File: config.mk
export PLATFORM = sky130hd
export DESIGN_NAME = wprot_ctrl
export DESIGN_NICKNAME = d
export VERILOG_FILES = /design/src/rtl/wprot_pkg.sv /design/src/rtl/wprot_region.sv /design/src/rtl/wprot_decide.sv /design/src/rtl/wprot_state.sv /design/src/rtl/wprot_ctrl.sv
export SDC_FILE = /design/constraint.sdc
export NUM_CORES = 1
export LEC_CHECK = 0
export BUFFER_PORTS_ARGS = -buffer_cell sky130_fd_sc_hd__buf_2
export CAP_MARGIN = 20
export CORE_AREA = 5 5 42 44
export DETAILED_ROUTE_END_ITERATION = 6
export DIE_AREA = 0 0 47 49
export HOLD_SLACK_MARGIN = 0.06
export RECOVER_POWER = 50
export SETUP_SLACK_MARGIN = 0.5
export SYNTH_ARGS = -nofsm -noshare
export SYNTH_HDL_FRONTEND = slang
export SYNTH_SLANG_ARGS = --single-unit
File: constraint.sdc
create_clock -name clk -period 2.95 [get_ports clk]
set_input_delay 0.885 -clock clk [delete_from_list [all_inputs] [get_ports clk]]
set_output_delay 0.885 -clock clk [all_outputs]
set_load 0.01 [all_outputs]
File: src/rtl/wprot_pkg.sv
package wprot_pkg;

   typedef enum logic [1:0] {
      K_LATCH_SET = 2'd0,
      K_LATCH_CLR = 2'd1,
      K_STAT_WR   = 2'd2,
      K_MEM_WR    = 2'd3
   } req_kind_e;

   localparam int ST_W      = 8;
   localparam int B_LATCH   = 1;
   localparam int B_ZONE_LO = 2;
   localparam int B_IDSEL   = 4;
   localparam int B_LOCK    = 5;
   localparam int B_PROT_EN = 7;

   typedef struct packed {
      logic       prot_en;
      logic       id_lock;
      logic       id_sel;
      logic [1:0] zone;
      logic       latch;
   } wp_state_t;

   function automatic logic [ST_W-1:0] pack_status(input wp_state_t s);
      logic [ST_W-1:0] b;
      b = '0;
      b[B_PROT_EN]               = s.prot_en;
      b[B_LOCK]                  = s.id_lock;
      b[B_IDSEL]                 = s.id_sel;
      b[B_ZONE_LO+1:B_ZONE_LO]   = s.zone;
      b[B_LATCH]                 = s.latch;
      return b;
   endfunction

endpackage

File: src/rtl/wprot_region.sv
module wprot_region #(
   parameter int ADDR_W = 18
) (
   input  logic [1:0]        zone,
   input  logic [ADDR_W-1:0] addr,
   output logic              guarded
);
   localparam int TOP_HI = ADDR_W - 1;

   generate
      if (ADDR_W < 2) begin : g_bad_width
         $error("wprot_region: ADDR_W must be at least 2");
      end
      if (ADDR_W > 2) begin : g_low_bits
         logic unused_lo;
         assign unused_lo = ^addr[ADDR_W-3:0];
      end
   endgenerate

   logic [1:0] top2;
   assign top2 = addr[TOP_HI -: 2];

   always_comb begin
      unique case (zone)
         2'b00:   guarded = 1'b0;
         2'b01:   guarded = (top2 == 2'b11);
         2'b10:   guarded = top2[1];
         default: guarded = 1'b1;
      endcase
   end

endmodule

File: src/rtl/wprot_decide.sv
module wprot_decide
   import wprot_pkg::*;
(
   input  wp_state_t  st,
   input  logic       req_valid,
   input  logic [1:0] req_kind,
   input  logic       hw_wp_n,
   input  logic       guarded,
   output logic       allow,
   output logic       set_latch,
   output logic       clr_latch,
   output logic       stat_load
);
   logic is_stat, is_mem, stat_ok, mem_ok;

   assign is_stat = req_valid && (req_kind == K_STAT_WR);
   assign is_mem  = req_valid && (req_kind == K_MEM_WR);

   assign stat_ok = st.latch && !(!hw_wp_n && st.prot_en);
   assign mem_ok  = st.latch && (st.id_sel ? !st.id_lock : !guarded);

   assign allow     = (is_stat && stat_ok) || (is_mem && mem_ok);
   assign stat_load = is_stat && stat_ok;
   assign set_latch = req_valid && (req_kind == K_LATCH_SET);
   assign clr_latch = is_stat || is_mem || (req_valid && (req_kind == K_LATCH_CLR));

endmodule

File: src/rtl/wprot_state.sv
module wprot_state
   import wprot_pkg::*;
(
   input  logic            clk,
   input  logic            rst_n,
   input  logic            set_latch,
   input  logic            clr_latch,
   input  logic            stat_load,
   input  logic [ST_W-1:0] stat_data,
   output wp_state_t       st
);
   logic unused_bits;
   assign unused_bits = ^{stat_data[6], stat_data[1:0]};

   always_ff @(posedge clk or negedge rst_n) begin
      if (!rst_n) begin
         st <= '0;
      end else begin
         if (clr_latch)      st.latch <= 1'b0;
         else if (set_latch) st.latch <= 1'b1;
         if (stat_load) begin
            st.prot_en <= stat_data[B_PROT_EN];
            st.id_sel  <= stat_data[B_IDSEL];
            st.zone    <= stat_data[B_ZONE_LO+1:B_ZONE_LO];
            st.id_lock <= st.id_lock | stat_data[B_LOCK];
         end
      end
   end

endmodule

File: src/rtl/wprot_ctrl.sv
module wprot_ctrl
   import wprot_pkg::*;
#(
   parameter int ADDR_W = 18
) (
   input  logic              clk,
   input  logic              rst_n,
   input  logic              hw_wp_n,
   input  logic              req_valid,
   input  logic [1:0]        req_kind,
   input  logic [ADDR_W-1:0] req_addr,
   input  logic [7:0]        req_wdata,
   output logic              allow,
   output logic [7:0]        status_q
);
   wp_state_t st;
   logic guarded, set_latch, clr_latch, stat_load;

   wprot_region #(.ADDR_W(ADDR_W)) u_region (
      .zone    (st.zone),
      .addr    (req_addr),
      .guarded (guarded)
   );

   wprot_decide u_decide (
      .st        (st),
      .req_valid (req_valid),
      .req_kind  (req_kind),
      .hw_wp_n   (hw_wp_n),
      .guarded   (guarded),
      .allow     (allow),
      .set_latch (set_latch),
      .clr_latch (clr_latch),
      .stat_load (stat_load)
   );

   wprot_state u_state (
      .clk       (clk),
      .rst_n     (rst_n),
      .set_latch (set_latch),
      .clr_latch (clr_latch),
      .stat_load (stat_load),
      .stat_data (req_wdata),
      .st        (st)
   );

   assign status_q = pack_status(st);

   a_r2_latch_set: assert property (@(posedge clk) disable iff (!rst_n)
      (req_valid && req_kind == K_LATCH_SET) |=> status_q[B_LATCH]);
   a_r3_need_latch: assert property (@(posedge clk) disable iff (!rst_n)
      allow |-> status_q[B_LATCH]);
   a_r4_write_clears: assert property (@(posedge clk) disable iff (!rst_n)
      (req_valid && req_kind[1]) |=> !status_q[B_LATCH]);
   a_r5_pin_blocks: assert property (@(posedge clk) disable iff (!rst_n)
      (req_valid && req_kind == K_STAT_WR && !hw_wp_n && status_q[B_PROT_EN]) |-> !allow);
   a_r8_lock_sticky: assert property (@(posedge clk) disable iff (!rst_n)
      status_q[B_LOCK] |=> status_q[B_LOCK]);
   a_r9_refused_stable: assert property (@(posedge clk) disable iff (!rst_n)
      (req_valid && req_kind == K_STAT_WR && !allow) |=> $stable(status_q[7:2]));
   a_r10_spare_zero: assert property (@(posedge clk) disable iff (!rst_n)
      !status_q[6] && !status_q[0]);

endmodule

Yosys cells after proc, flatten, opt, wreduce, memory -nomap -nowiden --
Cells that the tools add are included.
Storage, ports and cells: register bits 6, bits of input ports 32, output and inout port bits 9, logic and storage cells 35
Operators by class: reduce and logical (&&, ||, !) cells 19, bitwise gates (word level) 1, eq/ne operators 6, muxes and demuxes 4
Operators with widths (number):
- $logic_and 1x1->1 | 9
- $eq 2x2->1 const B | 4
- $eq 2x1->1 const B | 2
- $logic_not 1->1 | 4
- $logic_not 2->1 | 2
- $logic_or 1x1->1 | 3
- $mux 1 | 3
- $pmux 1 s3 | 1
- $reduce_bool 2->1 | 1
- $or 1x1->1 | 1

Logic depth before layout (Yosys ltp) --
Gate-level depths: netlist (run 1).
word-level depth 7, gate-level depth with buffers 3, mapped depth without buffers 3

Modules after synthesis --
A second synthesis (run 1) with hierarchy kept.
Unflattened totals: cells, all modules 27, area total of the unflattened synthesis 314.1 um2
By module, submodules not included:
- wprot_state | area an instance 214.0 um2, sequential area each 150.1 um2, times used 1, cells an instance 12
- wprot_decide | area an instance 67.6 um2, sequential area each 0.0 um2, times used 1, cells an instance 9
- wprot_ctrl | area an instance 18.8 um2, sequential area each 0.0 um2, times used 1, cells an instance 3
- wprot_region | area an instance 13.8 um2, sequential area each 0.0 um2, times used 1, cells an instance 3

Worst setup path after synthesis (run 1) --
No wires, ideal clock.
kind input -> output, start point in req_valid, end point out allow, setup slack 0.621 ns, stages 3, path buffers 0, arrival time 1.444 ns, required time 2.065 ns, path through nand3_2 a211o_1 o21bai_1
On the way: word-level cells in the longest chain between the ends 3, elaborated cells on any way between the ends 5, those cells by class reduce/logical (5)
RTL lines:
- start, declared | RTL line wprot_ctrl.sv:9 | input logic req_valid,
- $logic_and 1x1->1, on equally long branches | RTL line wprot_decide.sv:16, wprot_decide.sv:17
- $logic_and 1x1->1 | RTL line wprot_decide.sv:22 | assign allow = (is_stat && stat_ok) || (is_mem && mem_ok);
- $logic_or 1x1->1 (*) | RTL line wprot_decide.sv:22
- end, declared | RTL line wprot_ctrl.sv:13 | output logic allow,
Mark *: on every way between the ends. The rest lies on a longest branch, timed or not.

Worst setup path in the final report (run 1) --
Ends and elaborated chain as after synthesis.

==> metrics.txt, run 1 <==
Clk pin slew, worst setup/hold paths 40 ps; Mean Syn Cell Area 12.7 sq um; die area 2300 sq um; DR vias 264; RSZ-0062 raised after global routing true; Max Transition Viols Final 0; initial antenna violation count 0; post-route clock period utilization 0.859; largest net degree at the start of global routing 7; Fin Setup TNS 0 ps; pwr dens 598 nW/um^2; Comb pwr share 0.296; number of fill cells 156; DRC violations left 0; Crit path arrival time 1650 ps; Mapped Cells 25; hold_sp u_state.st[4]; beginning of the worst register-to-register path u_state.st[0]; TritonCTS buffer count 3; GR Util All Layers 0.0630; Ys Warns 0; Via density 4.13; Regs by FF count u_state.st: 6 flops; # Max-Cap Violations 0; crit path cell chain clkbuf_1 > nand3_4 > buf_4 > nor3_4 > o21bai_1 > buf_2; startpoint types primary input; Hold-fix buffers, CTS 0; crit-path max FO 2; Flop pwr share 0.437; Worst setup EP type output port; Final setup violation count 0; Hold Path End u_state.st[4]; CP bufs+invs 3; CTS max path bufs 2; Largest Register u_state.st; die height 49 microns; Req. time, crit path 2070 ps; CTS tree built; status complete, no violations; Final Skew 4.29 ps; CP max-delay cell clkbuf_1; r2r endpoint u_state.st[3]; WHS Path Cells 1; Clock Sinks 6; fin crit period 2540 ps; initial detailed-routing violation count 1; Netlist Area Pre-Place 317 sq um; NumNets Final 82; register area 150 sq um; FF-to-FF setup slack 1470 ps; H-tree depth 1; final hold violations 0; area grow syn2layout 47.4%; Peak VDD IR 243 uV; Max Fclk 0.394 GHz; net load switching power 0.0000830 W; port bufs 19; I/O pin count 41; clock latency at the later pin of the worst-skew pair 240 ps; share of cells above drive strength 1 0.604; R2R cell count 5; clock power share 0.266; die width 47 microns; # diodes 0; vias in the first global route 256; CP max stage delay 150 ps; Hold Slack 487 ps; Seq/Total Area, Yosys 0.474; Leak 0.225 nW; switching share of power 0.298; Hold Path Class reg -> reg; Initial DRT Pass Iterations 2; Synth Register Bits 6; Multi-input gate area 159 sq um; gr ovfl total 0; Avg WL per Cell 11.5 microns; global-route wire length before repair 1.01 mm; core box area 1400 sq um; kind of cell adding the most delay to the critical path buffers and inverters; count of cell types in the netlist 14; Final Wtd Congestion 0.750; Largest register FFs 6; Worst Path Class, Setup in -> out; total wire length 736 microns; DRT antenna net count 0; # rows 14; internal power 0.000196 W; Starting Density 0.226; clk root buf clkbuf_4
==> kinds of logic after synthesis <==
family / synth area share
AO/OA/AOI/OAI: 0.111
other: 0.0118
AND/OR/NAND/NOR: 0.166
buffers and inverters: 0.0593
flip-flops: 0.474
multiplexers: 0.178
==> cells in the final DEF, fill, tap and decap left out, drive strengths merged <==
cell type / count
clkbuf: 7
nor2: 1
o21bai: 1
nand3: 1
nor2b: 1
nand4b: 1
buf: 17
dfrtp: 6
nor3: 1
conb: 2
a21o: 1
inv: 1
o21ai: 2
mux2: 5
a211o: 1
==> Yosys cell counts <==
library cell	count	area, sq um
a211o_1	1	8.76
nand3_2	1	10.0
mux2_2	5	56.3
nor3_4	1	16.3
dfrtp_1	6	150
buf_4	2	15.0
o21ai_0	2	10.0
inv_1	1	3.75
nand4b_1	1	8.76
nor2_1	1	3.75
conb_1	1	3.75
a21o_2	1	8.76
nor2b_4	1	13.8
o21bai_1	1	7.51
==> per-layer routing <==
| metal | track usage | vias up | wire [microns] |
|---|---|---|---|
| met5 | 0 | - | 0 |
| met4 | 0.0415 | 0 | 0 |
| met1 | 0.0850 | 116 | 310 |
| li1 | - | 133 | - |
| met2 | 0.0792 | 15 | 335 |
| met3 | 0.0258 | 0 | 89 |
==> worst max-delay path by stage <==
stage,start,to,slack [ps],cells after the start
3_3_place_gp,req_valid,allow,420,5
6_report,req_valid,allow,410,6
4_1_cts,req_valid,allow,480,6
2_1_floorplan,req_valid,allow,620,3
3_5_place_dp,req_valid,allow,440,5
5_1_grt,req_valid,allow,370,6
==> metrics by stage <==
stage               cells  total power (W)  instance area (sq um)  utilization  setup slack, ps
finish                 64         0.000279                    467        0.333              415
global route           64         0.000298                    467        0.333              369
CTS                    64         0.000289                    477        0.340              476
detailed placement     60         0.000207                    428        0.305              437
global placement       60         0.000204                    428        0.305              421
floorplan              26         0.000168                    320            -              621
==> worst register-to-register path, cell delays in order (launching register included) <==
cell	delay (ps)
dfrtp_1	390
nand3_4	90
buf_4	140
nor3_4	110
clkbuf_1	260
mux2_2	370
==> area by class of cell <==
| class | instances | area share |
|---|---|---|
| clock buffer | 3 | 0.0483 |
| inverter | 1 | 0.00804 |
| multi-input combinational | 17 | 0.340 |
| sequential | 6 | 0.322 |
| tap | 16 | 0.0429 |
| timing repair buffer | 21 | 0.239 |
==> power groups by stage <==
stage / Combinational (W) / Sequential, W / Clock [W]
after floorplan: 0.0000363 / 0.000132 / 0
after global placement: 0.0000817 / 0.000122 / 0
after detailed placement: 0.0000830 / 0.000124 / 0
after CTS: 0.0000867 / 0.000123 / 0.0000792
after global routing: 0.0000896 / 0.000126 / 0.0000825
final: 0.0000827 / 0.000122 / 0.0000743
==> timing repair <==
action / 4_1_cts / 5_1_grt
endpoints found under the setup margin: 1 / 1
hold endpoints to repair: 0 / 0
pin swaps: 2 / 0
gates resized for setup: 4 / 0
setup buffers: 1 / 0
cloned: 0 / 0
Note: power is estimated with default switching activity, not from simulation.
==> run 2, diff against run 1 <==
- REMOVE_ABC_BUFFERS: unset -> 1
==> run 2 against run 1 <==
Sequential share of layout area rose by 0.80 points. Final area fell by 2.4%. Global-route usage is 2.1 points higher. Worst setup slack worse by 29 ps. Clock skew fell by 3.2 ps. Via count is 6.1% higher. Critical path depth is 1 lower.
==> metrics.txt, run 2 (synthesized netlist as in run 1, its figures left out) <==
DR vias 280 (+6.1%); crit path cell chain clkbuf_1 > nand3_1 > a211o_1 > o21bai_1 > buf_2; initial antenna violation count 0 (unchanged); vias in the first global route 302 (+18%); GR Util All Layers 0.0836 (+0.0206); register area 150 sq um (unchanged); Inst Count DP 60 (unchanged); area grow syn2layout 43.9%; most frequent cells in the layout buf_2, dfrtp_1, mux2_2; Crit path arrival time 1680 ps (+30 ps); Final Wtd Congestion 0.648 (-14%); CTS max path bufs 2 (unchanged); Final setup violation count 0 (unchanged); die width 47 microns (unchanged); CP bufs+invs 2 (-1); kind of cell adding the most delay to the critical path compound AO/OA/AOI/OAI gates; Largest register FFs 6 (unchanged); RSZ-0062 raised after global routing true; I/O pin count 41 (unchanged); Final Skew 1.13 ps (-3.16 ps); pwr dens 628 nW/um^2 (+5.1%); crit-path max FO 2 (unchanged); final worst setup slack 386 ps (-28.6 ps); Avg WL per Cell 13.1 microns (+14%); clock latency at the later pin of the worst-skew pair 250 ps (about the same); NumNets Final 81 (-1.2%); port bufs 19 (unchanged); CTS tree built; # diodes 0 (unchanged); H-tree depth 1 (unchanged); Leak 0.225 nW (+0.18%); CP max-delay cell a211o_1; # Max-Cap Violations 0 (unchanged); die height 49 microns (unchanged); beginning of the worst register-to-register path u_state.st[5]; post-route clock period utilization 0.869 (+0.00970); CP endpoint allow; share of cells above drive strength 1 0.596 (-0.00842); final hold violations 0 (unchanged); Clock Sinks 6 (unchanged); # rows 14 (unchanged); DRC violations left 0 (unchanged); largest net degree at the start of global routing 7 (unchanged); TritonCTS buffer count 3 (unchanged); CP startpoint req_valid; DRT antenna net count 0 (unchanged); Initial DRT Pass Iterations 4 (+2); Clk pin slew, worst setup/hold paths 50 ps (about the same); initial detailed-routing violation count 3 (+2); total wire length 828 microns (+13%); status complete, no violations; Post-CTS Setup Inserts 0 (-1); Largest Register u_state.st; Max Fclk 0.390 GHz (-1.1%); Fin Setup TNS 0 ps (unchanged); Peak VDD IR 282 uV (+16%); Via density 4.44 (+7.7%); Hold-fix buffers, CTS 0 (unchanged); Worst setup EP type output port; Starting Density 0.226 (unchanged); CP max stage delay 260 ps (+110 ps); FF-to-FF setup slack 1530 ps (+60 ps); fin crit period 2560 ps (+28.6 ps); DP HPWL 644 microns; gr ovfl total 0 (unchanged); die area 2300 sq um (unchanged); startpoint types primary input; Worst Path Class, Setup in -> out; global-route wire length before repair 1.30 mm (+29%); Req. time, crit path 2070 ps (about the same); Non-Filler Instances 63 (-1.6%); r2r endpoint u_state.st[2]; number of fill cells 158 (+1.3%); Max Transition Viols Final 0 (unchanged); Hold Path Class in -> async; R2R cell count 4 (-1); Setup WS pre-CTS 403 ps (-33.6 ps); core box area 1400 sq um (unchanged); Multi-input gate area 146 sq um (-7.9%); clk root buf clkbuf_4; most common cell after layout, fill and taps aside buf_2; Regs by FF count u_state.st: 6 flops; critical path depth 5 (-1)
==> run 2: layout make-up <==
cell class | instances | share of cell area
clock buffer | 3 | 0.0495
inverter | 1 | 0.00824
multi-input combinational | 17 | 0.321
sequential | 6 | 0.330
tap | 16 | 0.0440
timing repair buffer | 20 | 0.247
==> run 2: how the worst min path moves through the flow <==
stage	startpoint	to	slack (ps)	cells after the start
floorplan	u_state.st[4]	u_state.st[4]	520	1
global placement	u_state.st[4]	u_state.st[4]	490	1
detailed placement	u_state.st[4]	u_state.st[4]	500	1
CTS	rst_n	u_state.st[5]	450	1
global route	rst_n	u_state.st[4]	520	1
finish	rst_n	u_state.st[4]	510	1
==> run 2: what timing repair did <==
| action | 4_1_cts | 5_1_grt |
|---|---|---|
| setup endpoints to repair | 1 | 1 |
| pin swaps | 3 | 1 |
| gates cloned | 0 | 0 |
| resized for setup | 7 | 2 |
==> run 2: report_power, final <==
part / leakage [nW] / internal [W] / total [W] / switching [W]
sequential: 0.0736 / 0.000104 / 0.000124 / 0.0000194
clock: 0.0138 / 0.0000462 / 0.0000778 / 0.0000317
combinational: 0.138 / 0.0000474 / 0.0000847 / 0.0000372
total: 0.225 / 0.000198 / 0.000286 / 0.0000883
==> run 2: stage by stage <==
step	cell area [sq um]	utilization	total power, W	hold WS [ps]
3_5_place_dp	428	0.305	0.000208	501
3_3_place_gp	428	0.305	0.000206	492
4_1_cts	480	0.343	0.000295	450
5_1_grt	455	0.325	0.000307	521
2_1_floorplan	305	-	0.000166	520
6_report	455	0.325	0.000286	510
==> run 2: per-layer routing <==
metal,global-route usage,wire [microns]
met1,0.110,370
met2,0.0905,317
met3,0.0738,136
met4,0.0415,4
met5,0,0
==> run 3, diff against run 2 <==
- SYNTH_HIERARCHICAL: unset -> 1
==> run 3 against run 2 <==
Final area fell by 0.82%. Global-route usage fell by 1.4 points. First-iteration DRC count fell by 67%. Wire length fell by 14%. Largest cell class is now multi-input gates. Final cell count rose by 1.6%. Largest power group unchanged.
==> metrics.txt, run 3 <==
I/O pin count 41 (unchanged); clk root buf clkbuf_4; Hold Path Class reg -> reg; beginning of the worst register-to-register path u_state/st[0]; Post-CTS Setup Inserts 0 (unchanged); Total Power 0.000282 W (-1.3%); Worst Path Class, Setup in -> out; startpoint types primary input; Initial DRT Pass Iterations 2 (-2); Worst setup EP type output port; Largest Register u_state/st; initial detailed-routing violation count 1 (-2); Yosys top cell by area dfrtp_1; final instance area 452 sq um (-0.82%); # diodes 0 (unchanged); number of fill cells 157 (-0.63%); GR Util All Layers 0.0701 (-0.0135); most frequent cells in the layout buf_2, dfrtp_1, mux2_2; status complete, no violations; DRC violations left 0 (unchanged); Inst Count DP 61 (+1.7%); area grow syn2layout 43.8% (about the same); count of cell types in the netlist 16 (+2); Synth Register Bits 6 (unchanged); RSZ-0062 raised after global routing true; Placed Area 418 sq um (-2.3%); post-layout util 0.322 (-0.00268); Main synth FF type dfrtp_1; Regs by FF count u_state/st: 6 flops; gr busiest metal met2; DR vias 280 (unchanged); most frequent cell after synthesis dfrtp_1; Max Transition Viols Final 0 (unchanged); top cells by count, synth dfrtp_1, mux2_2, buf_4, nand3_1, nor3b_1; met1 Use GR 0.0828 (-0.0271); die height 49 microns (unchanged); Synth top area share 0.478 (+0.00378); Netlist Area Pre-Place 314 sq um (-0.79%); Largest register FFs 6 (unchanged); Starting Density 0.224 (-0.00179); vias in the first global route 282 (-6.6%); die area 2300 sq um (unchanged); Max Fclk 0.379 GHz (-3.0%); Mean Syn Cell Area 11.6 sq um (-8.1%); met3 Usage GRT 0.0554 (-0.0185); Post-synth EDFFs 0 (unchanged); Via density 4.38 (-1.6%); Non-Filler Instances 64 (+1.6%); NumNets Final 82 (+1.2%); global-route wire length before repair 1.15 mm (-12%); Clock Sinks 6 (unchanged); final hold violations 0 (unchanged); ys async rst share 1.00 (unchanged); TritonCTS buffer count 3 (unchanged); Seq/Total Area, Yosys 0.478 (+0.00378); Clk pin slew, worst setup/hold paths 40 ps (about the same); # Max-Cap Violations 0 (unchanged); CP startpoint req_addr[17]; Leak 0.227 nW (+0.96%); share of cells above drive strength 1 0.583 (-0.0124); Avg WL per Cell 11.1 microns (-15%); Peak VDD IR 355 uV (+26%); most common cell after layout, fill and taps aside buf_2; core box area 1400 sq um (unchanged); clock latency at the later pin of the worst-skew pair 240 ps (about the same); DRT antenna net count 0 (unchanged); total wire length 712 microns (-14%); Req. time, crit path 2070 ps (about the same); hold_sp u_state/st[4]; port bufs 19 (unchanged); CTS max path bufs 2 (unchanged); H-tree depth 1 (unchanged); pwr dens 625 nW/um^2 (-0.47%); fin crit period 2640 ps (+78.0 ps); CTS tree built; post-route clock period utilization 0.896 (+0.0265); initial antenna violation count 0 (unchanged); # rows 14 (unchanged); top post-synthesis cells by area dfrtp_1, mux2_2, buf_4; die width 47 microns (unchanged); largest net degree at the start of global routing 7 (unchanged); Mapped Cells 27 (+8.0%); Final Wtd Congestion 0.627 (-3.2%); Ys Warns 6 (+6); Crit path arrival time 1760 ps (+80 ps); crit-path max FO 2 (unchanged); Fin Setup TNS 0 ps (unchanged); met2 Use GR 0.0995 (+0.00905); gr ovfl total 0 (unchanged); Final Skew 1.26 ps (+0.129 ps); Final setup violation count 0 (unchanged)
[run 3: per-layer routing]
layer  up-vias  wire (microns)
met4         0               0
met5         -               0
met3         0             118
met2        20             292
met1       123             302
li1        137               -
[run 3: power breakdown]
group / internal [W] / switching [W] / leakage [nW] / total [W]
combinational: 0.0000489 / 0.0000368 / 0.138 / 0.0000857
sequential: 0.000103 / 0.0000201 / 0.0757 / 0.000124
clock: 0.0000459 / 0.0000273 / 0.0138 / 0.0000732
[run 3: layout make-up]
class,count,area (sq um),share of cell area
Clock buffer,3,22.5,0.0499
Tap cell,16,20.0,0.0443
Inverter,1,3.75,0.00831
Multi-Input combinational cell,19,158,0.349
Sequential cell,6,150,0.332
Timing Repair Buffer,19,97.6,0.216
[run 3: worst max-delay path, cell delays in order]
cell	delay, ps
buf_6	90
o21ai_2	100
nand2_1	60
mux2_4	270
a211oi_2	200
buf_2	150
[run 3: cells by family (layout without fill, tap and decap cells)]
kind of cell | after synthesis | after routing | share of synthesized area
muxes | 5 | 5 | 0.191
DFF | 6 | 6 | 0.478
AOI/OAI and AO/OA | 6 | 6 | 0.139
and+or+nand+nor | 6 | 6 | 0.120
other | 1 | 2 | 0.0119
buffers and inverters | 3 | 23 | 0.0597
[run 3: through the flow]
stage | worst slack [ps] | hold WS [ps]
floorplan | 403 | 519
global placement | 266 | 478
detailed placement | 266 | 484
CTS | 321 | 457
global route | 244 | 517
finish | 308 | 500
[run 3: worst paths after layout]
kind / end / slack (ps) / depth (start not counted)
min in group asynchronous: u_state/st[0] / 510 / 1
min reg2reg: u_state/st[4] / 500 / 1
max: allow / 310 / 6
max reg2reg: u_state/st[3] / 1560 / 3
min: u_state/st[4] / 500 / 1
max in group asynchronous: u_state/st[3] / 2190 / 1
[run 3: timing repair]
action | CTS | global route
setup endpoints to repair | 1 | 1
pin swaps | 3 | 3
resized for setup | 2 | 1
hold buffers | 0 | 0
